## src/rtl/scl_pkg.sv

```systemverilog
`timescale 1ns/1ps
// Shared types for the serial configuration sweep loader.
// Assumes three serial targets, indexed as listed in scl_port_e.
package scl_pkg;
    localparam int NUM_PORTS = 3;

    typedef enum logic [1:0] {
        ST_IDLE  = 2'd0,
        ST_SHIFT = 2'd1,
        ST_LOAD  = 2'd2
    } scl_state_e;

    typedef enum logic [1:0] {
        PORT_DAC    = 2'd0,
        PORT_ADCSYN = 2'd1,
        PORT_DACSYN = 2'd2
    } scl_port_e;
endpackage

```

## src/rtl/scl_regfile.sv

```systemverilog
`timescale 1ns/1ps
// Host-writable register bank with trigger decode.
// Stores NUM_REGS words at addresses 0..NUM_REGS-1. While busy_i is high,
// every write is refused. trig_o is a combinational one-cycle request,
// raised for a write to TRIG_ADDR with bit TRIG_BIT set while idle.
module scl_regfile #(
    parameter int                REG_W     = 32,
    parameter int                ADDR_W    = 4,
    parameter int                NUM_REGS  = 6,
    parameter logic [ADDR_W-1:0] TRIG_ADDR = '1,
    parameter int                TRIG_BIT  = 0
) (
    input  logic                           clk,
    input  logic                           rst_n,
    input  logic                           wr_en,
    input  logic [ADDR_W-1:0]              wr_addr,
    input  logic [REG_W-1:0]               wr_data,
    input  logic                           busy_i,
    output logic [NUM_REGS-1:0][REG_W-1:0] regs_o,
    output logic                           trig_o
);
    logic wr_ok;

    // Purpose: a host access is accepted only while no sweep runs.
    assign wr_ok = wr_en && !busy_i;

    // Purpose: trigger request from the dedicated control address.
    assign trig_o = wr_ok && (wr_addr == TRIG_ADDR) && wr_data[TRIG_BIT];

    for (genvar r = 0; r < NUM_REGS; r++) begin : g_reg
        logic [REG_W-1:0] word_q;

        // Purpose: capture the host word for register r.
        always_ff @(posedge clk) begin
            if (!rst_n) begin
                word_q <= '0;
            end else if (wr_ok && (wr_addr == ADDR_W'(r))) begin
                word_q <= wr_data;
            end
        end

        assign regs_o[r] = word_q;
    end
endmodule

```

## src/rtl/scl_sequencer.sv

```systemverilog
`timescale 1ns/1ps
// Sweep sequencer: walks seven transfer slots. Slots 0..NUM_REGS-2 send
// whole words to the converter port. The next slot sends the low
// synthesizer field of the last word, and the final slot sends the high
// field. Each bit lasts two half periods of HALF_DIV clocks (clock low,
// then high). Each slot ends with a full serial period of load strobe.
// Assumes 2*SYN_W <= REG_W.
module scl_sequencer
    import scl_pkg::*;
#(
    parameter int REG_W    = 32,
    parameter int SYN_W    = 14,
    parameter int HALF_DIV = 2,
    parameter int NUM_REGS = 6
) (
    input  logic                           clk,
    input  logic                           rst_n,
    input  logic                           trig_i,
    input  logic [NUM_REGS-1:0][REG_W-1:0] regs_i,
    output scl_state_e                     state_o,
    output scl_port_e                      port_o,
    output logic                           phase_o,
    output logic                           bit_o,
    output logic                           busy_o,
    output logic                           done_o
);
    localparam int NUM_SLOTS = NUM_REGS + 1;
    localparam int DAC_SLOTS = NUM_REGS - 1;
    localparam int SLOT_W    = $clog2(NUM_SLOTS);
    localparam int BIT_W     = $clog2(REG_W);
    localparam int HC_W      = (HALF_DIV > 1) ? $clog2(HALF_DIV) : 1;
    localparam logic [SLOT_W-1:0] LAST_SLOT = SLOT_W'(NUM_SLOTS - 1);

    scl_state_e         state_q;
    logic [SLOT_W-1:0]  slot_q;
    logic [BIT_W-1:0]   bit_q;
    logic [HC_W-1:0]    hcnt_q;
    logic               phase_q;
    logic               done_q;
    logic               half_end;
    logic [REG_W-1:0]   cur_word;

    // Purpose: index of the first (MSB) bit for a given slot.
    function automatic logic [BIT_W-1:0] first_bit(input logic [SLOT_W-1:0] s);
        return (s < SLOT_W'(DAC_SLOTS)) ? BIT_W'(REG_W - 1) : BIT_W'(SYN_W - 1);
    endfunction

    // Purpose: mark the last system clock of a half serial period.
    assign half_end = (hcnt_q == HC_W'(HALF_DIV - 1));

    // Purpose: pick the word or synthesizer field that the current slot sends.
    always_comb begin
        cur_word = '0;
        if (slot_q < SLOT_W'(DAC_SLOTS)) begin
            cur_word = regs_i[slot_q];
        end else if (slot_q == SLOT_W'(DAC_SLOTS)) begin
            cur_word[SYN_W-1:0] = regs_i[NUM_REGS-1][SYN_W-1:0];
        end else begin
            cur_word[SYN_W-1:0] = regs_i[NUM_REGS-1][2*SYN_W-1:SYN_W];
        end
    end

    // Purpose: map the slot number to its serial target.
    always_comb begin
        if (slot_q < SLOT_W'(DAC_SLOTS)) begin
            port_o = PORT_DAC;
        end else if (slot_q == SLOT_W'(DAC_SLOTS)) begin
            port_o = PORT_ADCSYN;
        end else begin
            port_o = PORT_DACSYN;
        end
    end

    // Purpose: advance the idle / shift / load walk across all slots.
    always_ff @(posedge clk) begin
        if (!rst_n) begin
            state_q <= ST_IDLE;
            slot_q  <= '0;
            bit_q   <= '0;
            hcnt_q  <= '0;
            phase_q <= 1'b0;
            done_q  <= 1'b0;
        end else begin
            done_q <= 1'b0;
            unique case (state_q)
                ST_IDLE: begin
                    if (trig_i) begin
                        state_q <= ST_SHIFT;
                        slot_q  <= '0;
                        bit_q   <= first_bit('0);
                        hcnt_q  <= '0;
                        phase_q <= 1'b0;
                    end
                end
                ST_SHIFT: begin
                    if (half_end) begin
                        hcnt_q  <= '0;
                        phase_q <= ~phase_q;
                        if (phase_q) begin
                            if (bit_q == '0) begin
                                state_q <= ST_LOAD;
                            end else begin
                                bit_q <= bit_q - 1'b1;
                            end
                        end
                    end else begin
                        hcnt_q <= hcnt_q + 1'b1;
                    end
                end
                ST_LOAD: begin
                    if (half_end) begin
                        hcnt_q  <= '0;
                        phase_q <= ~phase_q;
                        if (phase_q) begin
                            if (slot_q == LAST_SLOT) begin
                                state_q <= ST_IDLE;
                                done_q  <= 1'b1;
                            end else begin
                                slot_q  <= slot_q + 1'b1;
                                bit_q   <= first_bit(slot_q + 1'b1);
                                state_q <= ST_SHIFT;
                            end
                        end
                    end else begin
                        hcnt_q <= hcnt_q + 1'b1;
                    end
                end
                default: state_q <= ST_IDLE;
            endcase
        end
    end

    assign state_o = state_q;
    assign phase_o = phase_q;
    assign bit_o   = cur_word[bit_q];
    assign busy_o  = (state_q != ST_IDLE);
    assign done_o  = done_q;
endmodule

```

## src/rtl/scl_port_drive.sv

```systemverilog
`timescale 1ns/1ps
// Per-target line driver: steers the sequencer's clock phase, data bit and
// load window to the selected port and holds every other port at rest
// (clock low, data low, load high). Outputs depend only on registered
// sequencer state.
module scl_port_drive
    import scl_pkg::*;
#(
    parameter int NUM_PORTS = 3
) (
    input  scl_state_e           state_i,
    input  scl_port_e            port_i,
    input  logic                 phase_i,
    input  logic                 bit_i,
    output logic [NUM_PORTS-1:0] sclk_o,
    output logic [NUM_PORTS-1:0] sdata_o,
    output logic [NUM_PORTS-1:0] load_n_o
);
    for (genvar p = 0; p < NUM_PORTS; p++) begin : g_port
        logic sel;

        // Purpose: this port is the current transfer target.
        assign sel = (port_i == scl_port_e'(p));

        // Purpose: drive the clock, data and strobe of port p.
        always_comb begin
            sclk_o[p]   = sel && (state_i == ST_SHIFT) && phase_i;
            sdata_o[p]  = sel && (state_i == ST_SHIFT) && bit_i;
            load_n_o[p] = !(sel && (state_i == ST_LOAD));
        end
    end
endmodule

```

## src/rtl/serial_cfg_loader.sv

```systemverilog
`timescale 1ns/1ps
// Top level: register bank, sweep sequencer and per-port line drivers.
// Assumes HALF_DIV >= 1 and 2*SYN_W <= REG_W - 4, so that the synthesizer
// fields stay below the register-number nibble.
module serial_cfg_loader
    import scl_pkg::*;
#(
    parameter int REG_W    = 32,
    parameter int ADDR_W   = 4,
    parameter int SYN_W    = 14,
    parameter int HALF_DIV = 2
) (
    input  logic              clk,
    input  logic              rst_n,
    input  logic              wr_en,
    input  logic [ADDR_W-1:0] wr_addr,
    input  logic [REG_W-1:0]  wr_data,
    output logic              busy,
    output logic              done,
    output logic              dac_sclk,
    output logic              dac_sdata,
    output logic              dac_load_n,
    output logic              adcsyn_sclk,
    output logic              adcsyn_sdata,
    output logic              adcsyn_load_n,
    output logic              dacsyn_sclk,
    output logic              dacsyn_sdata,
    output logic              dacsyn_load_n
);
    localparam int NUM_REGS = 6;

    logic [NUM_REGS-1:0][REG_W-1:0] regs_w;
    logic                           trig_w;
    scl_state_e                     state_w;
    scl_port_e                      port_w;
    logic                           phase_w;
    logic                           bit_w;
    logic [NUM_PORTS-1:0]           sclk_w;
    logic [NUM_PORTS-1:0]           sdata_w;
    logic [NUM_PORTS-1:0]           load_n_w;

    scl_regfile #(
        .REG_W    (REG_W),
        .ADDR_W   (ADDR_W),
        .NUM_REGS (NUM_REGS),
        .TRIG_ADDR('1),
        .TRIG_BIT (0)
    ) regfile_i (
        .clk    (clk),
        .rst_n  (rst_n),
        .wr_en  (wr_en),
        .wr_addr(wr_addr),
        .wr_data(wr_data),
        .busy_i (busy),
        .regs_o (regs_w),
        .trig_o (trig_w)
    );

    scl_sequencer #(
        .REG_W   (REG_W),
        .SYN_W   (SYN_W),
        .HALF_DIV(HALF_DIV),
        .NUM_REGS(NUM_REGS)
    ) seq_i (
        .clk    (clk),
        .rst_n  (rst_n),
        .trig_i (trig_w),
        .regs_i (regs_w),
        .state_o(state_w),
        .port_o (port_w),
        .phase_o(phase_w),
        .bit_o  (bit_w),
        .busy_o (busy),
        .done_o (done)
    );

    scl_port_drive #(
        .NUM_PORTS(NUM_PORTS)
    ) drive_i (
        .state_i (state_w),
        .port_i  (port_w),
        .phase_i (phase_w),
        .bit_i   (bit_w),
        .sclk_o  (sclk_w),
        .sdata_o (sdata_w),
        .load_n_o(load_n_w)
    );

    // Purpose: fan the port vectors out to named pins.
    assign dac_sclk      = sclk_w[PORT_DAC];
    assign dac_sdata     = sdata_w[PORT_DAC];
    assign dac_load_n    = load_n_w[PORT_DAC];
    assign adcsyn_sclk   = sclk_w[PORT_ADCSYN];
    assign adcsyn_sdata  = sdata_w[PORT_ADCSYN];
    assign adcsyn_load_n = load_n_w[PORT_ADCSYN];
    assign dacsyn_sclk   = sclk_w[PORT_DACSYN];
    assign dacsyn_sdata  = sdata_w[PORT_DACSYN];
    assign dacsyn_load_n = load_n_w[PORT_DACSYN];
endmodule

```

## config.mk

```make
export PLATFORM = sky130hd
export DESIGN_NAME = serial_cfg_loader
export DESIGN_NICKNAME = d
export VERILOG_FILES = /design/src/rtl/scl_pkg.sv /design/src/rtl/scl_regfile.sv /design/src/rtl/scl_sequencer.sv /design/src/rtl/scl_port_drive.sv /design/src/rtl/serial_cfg_loader.sv
export SDC_FILE = /design/constraint.sdc
export NUM_CORES = 1
export LEC_CHECK = 0
export ABC_AREA = 1
export CAP_MARGIN = 10
export CORE_UTILIZATION = 60
export DETAILED_ROUTE_END_ITERATION = 6
export PLACE_DENSITY = 0.8
export SETUP_SLACK_MARGIN = 0.5
export SKIP_CTS_REPAIR_TIMING = 1
export SLEW_MARGIN = 20
export SYNTH_ARGS = -nofsm -noshare
export SYNTH_HDL_FRONTEND = slang
export SYNTH_SLANG_ARGS = --single-unit
```

## constraint.sdc

```tcl
create_clock -name clk -period 3.5 [get_ports clk]
set_input_delay 0.7 -clock clk [delete_from_list [all_inputs] [get_ports clk]]
set_output_delay 0.7 -clock clk [all_outputs]
set_load 0.02 [all_outputs]
```

Yosys cells after proc, flatten, opt, wreduce, memory -nomap -nowiden
Cells that the tools add are included.
Widths: inputs -> output; s select.

cells by class
  $lt $le $gt $ge = 4
  add/subtract/negate cells = 3
  multiplexer cells = 37
  bitwise logic cells = 1
  equal/unequal tests = 21
  reductions and logical operators = 40

operators with widths
  kind                number
  $bmux 32 s3         1
  $mux 5              8
  $mux 32             1
  $mux 14             2
  $logic_and 1x1->1   21
  $mux 18             1
  $mux 2              8
  $ne 2x2->1 const B  8
  $pmux 5 s3          1
  $mux 3              4
  $eq 4x2->1 const B  2
  $eq 4x3->1 const B  2
  $reduce_and 8->1    1
  $eq 3x3->1 const B  2
  $lt 3x3->1 const B  2
  $lt 5x6->1 const B  1
  $mux 1              6
  $pmux 2 s3          1
  $pmux 3 s2          1
  $reduce_and 6->1    1
  $reduce_bool 2->1   3
  $bmux 1 s5          1
  $logic_not 5->1     1
  $reduce_and 5->1    1
  other kinds (19)    26

storage, ports and cells
  input bits = 39
  output and inout port bits = 11
  register bits after elaboration = 205

Longest topological paths before layout
  depth after elaboration = 7
  gate-level depth with buffers = 17
  depth with buffers taken out = 15

By module
A second synthesis with hierarchy kept.

unflattened totals
  cell total of the unflattened synthesis = 2099
  area, all modules = 12039.0 µm²

modules (own cells, without submodules)
  module          cells an instance  area an instance (µm²)  instances
  scl_regfile     1444               8818.5                  1
  scl_sequencer   632                3131.8                  1
  scl_port_drive  23                 88.8                    1

Worst setup path before layout
No wires, ideal clock.

  path type = register to output
  from = register seq_i.slot_q[1]
  to = output port adcsyn_sdata
  required time = 2.800 ns
  data arrival time = 2.260 ns
  path buffers = 3
  path slack = 0.540 ns
  stages on the path, launching flop included = 17
  cells stage by stage = dfxtp_1 inv_4 buf_2 ha_1 buf_4 inv_2 buf_6 nand2_1 nand3_1 nand2_1 a21oi_1 nand2_1 a21oi_1 nor2_1 nand2_1 nand2_1 a21oi_1

on the way
  word-level cells in the longest chain between the ends = 6

RTL lines
  item                                                                      line                                                           source
  start, declared                                                           scl_sequencer.sv:35                                            logic [SLOT_W-1:0] slot_q;
  start signal, assigned                                                    scl_sequencer.sv:119                                           slot_q <= slot_q + 1'b1;
  $bmux 32 s3 / $eq 3x3->1 (equally long branches)                          scl_sequencer.sv:55, scl_sequencer.sv:56, scl_sequencer.sv:67
  $mux 32 (implied by the code) (tied with other cells)                     scl_sequencer.sv:55                                            cur_word = regs_i[slot_q];
  $mux 14 (tied with other cells)                                           scl_sequencer.sv:54                                            if (slot_q < SLOT_W'(DAC_SLOTS)) begin
  $bmux 1 s5 / $eq 2x1->1 (equally long branches)                           scl_sequencer.sv:135, scl_port_drive.sv:23
  $mux 1 (implied by the code) / $logic_and 1x1->1 (equally long branches)  scl_sequencer.sv:135, scl_port_drive.sv:28
  $logic_and 1x1->1 *                                                       scl_port_drive.sv:28                                           sdata_o[p] = sel && (state_i == ST_SHIFT) && bit_i;
  end, declared                                                             serial_cfg_loader.sv:24                                        output logic adcsyn_sdata,

Mark *: on every way between the ends. The rest lies on a longest branch, timed or not. The select of a mux whose other input is x is not followed.

Final worst setup path
  from = register seq_i.bit_q[1]
  to = output port dac_sdata

on the way
  word-level cells in the longest chain between the ends = 3

RTL lines
  item                          line                     source
  start, declared               scl_sequencer.sv:36      logic [BIT_W-1:0] bit_q;
  start signal, assigned        scl_sequencer.sv:90      bit_q <= first_bit('0);
  start signal, assigned        scl_sequencer.sv:103     bit_q <= bit_q - 1'b1;
  start signal, assigned        scl_sequencer.sv:120     bit_q <= first_bit(slot_q + 1'b1);
  $bmux 1 s5                    scl_sequencer.sv:135     assign bit_o = cur_word[bit_q];
  $mux 1 (implied by the code)  scl_sequencer.sv:135
  $logic_and 1x1->1             scl_port_drive.sv:28
  end, declared                 serial_cfg_loader.sv:21  output logic dac_sdata,

No other way between the ends. The select of a mux whose other input is x is not followed.

==> impl_metrics.toml <==
[sta]
setup_viol = 0
fin_tns_setup_ns = 0
whs_ns = 0.441
worst_slack_ns = 0.323
rsz0062_at_grt = "true"
relSlewSlack_pct = 58.8
hold_violations = 0
achievable-frequency_ghz = 0.315
tightest_slew_ns = 0.618
fin_crit_sh_pct = 90.8
worst_clock_skew_ns = 0.00837
layout_min_cycle_time_ns = 3.18
finalMaxSlewViolations = 0

[worst_setup_path]
crit_required_ns = 2.80
critPathLaunchType = "flop"
crit_fanout = 9
critPathArrivalTime_ns = 2.48
end_kind = "output port"
criticalPathCategory = "reg2out"
r2r_setup_slack_ns = 1.34

[cells_and_area]
multiInputGateArea_um2 = 4450
antennaDiodeCount = 0
finalNonFillerCells = 1658
areaGrowthSynthToFinish_pct = 14.3
drive_above_1_share_pct = 6.80
seqCellArea_um2 = 4110
fin_nets = 1474
nFillCells = 1374

[hold_path]
min-delay-path-class = "reg2reg"

[placement]
dp.cells = 1614
hpwl_um = 16200
place_ws_ns = 0.365
gp_congestion = 0.908
port_buffers = 49

[yosys]
synth_cells = 1420
synth_flop_cell = "dfxtp_1"
yosysUniqueCellTypes = 35
synth.ff_latch_count = 205
postSynth.asyncResetShare_pct = 0
ys_seq_area_share_pct = 42.0
syn_area_um2 = 9780
syn-num-nets = 1467
synth-edff-count = 0
syn_area_per_cell_um2 = 6.88
yosys_warnings = 0

[floorplan]
core_um2 = 15900
dieArea_um2 = 16800
io-pin-count = 50
num_rows = 46
initial_core_util_pct = 61.5
dieWidth_um = 130
die_h_um = 130

[clock_tree]
htree_levels = 1
cts_made_buffers = 22
cts_tree = "yes"
cts.reportedPaths.clkPinSlew_ns = 0.06
clkLatencyLatePin_ns = 0.50
clockBufferDepth = 3
cts_root_buffer = "clkbuf_16"
cts_sinks = 205

[power]
p_leak_nw = 4.27
powerDensity_nw_per_um2 = 618
ir_drop_v = 0.000396
finalPower_mw = 6.91

[global_routing]
grt_usage_pct = 31.7
grt_pass1_vias = 8351
grt_pass1_wl_um = 42700
antenna_found_initial = 0
grt_remaining_overflow = 0
grt_max_degree = 134

[drt]
viasPerCell = 5.68
drt_iter0_markers = 830
vias = 9414
antenna_left = 0
wl_per_cell_um = 15.7
routed_wl_um = 26000
dr.pass1.iters = 7
route.detailed.drc = 0

[outcome]
outcome = "finished clean"

[job]
max-cap-violations = 0
## cell families after synthesis
family	synth area share (%)
AO/OA/AOI/OAI	22.7
XOR/XNOR	0.179
adder cells (fa/ha/maj)	1.02
buffers and inverters	13.0
flip-flops	42.0
AND/OR/NAND/NOR	21.1
## stage by stage
step | area, um2 | utilization, %
3_5_place_dp | 10300 | 64.8
6_report | 11200 | 70.4
3_3_place_gp | 10300 | 64.8
2_1_floorplan | 9780 | -
4_1_cts | 11000 | 69.4
5_1_grt | 11200 | 70.4
## cell usage after synthesis (4+ instances only)
cell type    n  area [um2]
a211oi_1     5        37.5
a21oi_1    189         946
buf_2       20         100
buf_4        5        37.5
buf_6       14         158
clkbuf_1    59         221
dfxtp_1    205        4100
ha_1         8         100
inv_1      186         698
nand2_1    221         830
nand3_1    147         736
nand4_1      4        25.0
nor2_1     103         387
o211ai_1    17         128
o21ai_0    207        1040
## report_power, final
part	switching (mW)	internal, mW
Sequential	0.104	2.45
Clock	0.926	1.43
Combinational	1.30	0.693
Total	2.33	4.58
## critical path: stages, from the launching register on
cell     delay, ns
dfxtp_1       0.33
inv_1         0.33
buf_4         0.28
nand3_1       0.12
nand3_1       0.08
nand2_1       0.07
nand2_1       0.06
nand2_1       0.07
a21oi_1       0.16
nand2_2       0.13
a21oi_2       0.16
buf_4         0.15
## worst paths after layout
path | startpoint | to | depth (start not counted)
min | regfile_i.g_reg[2].word_q[3] | regfile_i.g_reg[2].word_q[3] | 2
max | seq_i.bit_q[1] | dac_sdata | 11
max reg2reg | seq_i.state_o[0] | regfile_i.g_reg[1].word_q[15] | 8
min reg2reg | regfile_i.g_reg[2].word_q[3] | regfile_i.g_reg[2].word_q[3] | 2
## sequential cells by signal, summed over array words and instances (netlist names)
name	flops
seq_i.done_o	1
seq_i.slot_q	3
seq_i.bit_q	5
regfile_i.g.word_q	192
seq_i.state_o	2
seq_i.phase_o	1
seq_i.half_end	1
## metal layers
layer | track usage (%) | up-vias | part of all wire, %
li1 | - | 4647 | -
met1 | 44.0 | 4326 | 45
met2 | 51.6 | 383 | 45
met3 | 4.00 | 58 | 7.6
met4 | 9.58 | 0 | 2.6
met5 | 0 | - | 0
## cells in the final DEF (no fill, tap or decap), types with 3 or more instances in the layout
master             n
a211oi_1           5
clkdlybuf4s50_1   41
clkbuf_16         23
nand4_1            4
clkbuf_8           4
o211ai_1          17
clkbuf_1           7
buf_12             8
dfxtp_1          202
buf_4             27
nor3_1             3
nor2_1           103
nand3_1          145
clkinv_2           3
a21oi_1          185
ha_1               6
buf_6              3
nand2_1          219
dlymetal6s2s_1     4
a21oi_2            7
inv_1            185
o21ai_0          207
## area by class of cell
type / instances / share of cell area, %
Tap cell: 216 / 2.42
Clock inverter: 5 / 0.672
Timing Repair Buffer: 84 / 7.80
Inverter: 191 / 6.64
Clock buffer: 34 / 5.88
Multi-Input combinational cell: 923 / 39.8
Sequential cell: 205 / 36.8
(Power assumes the default switching activity.)
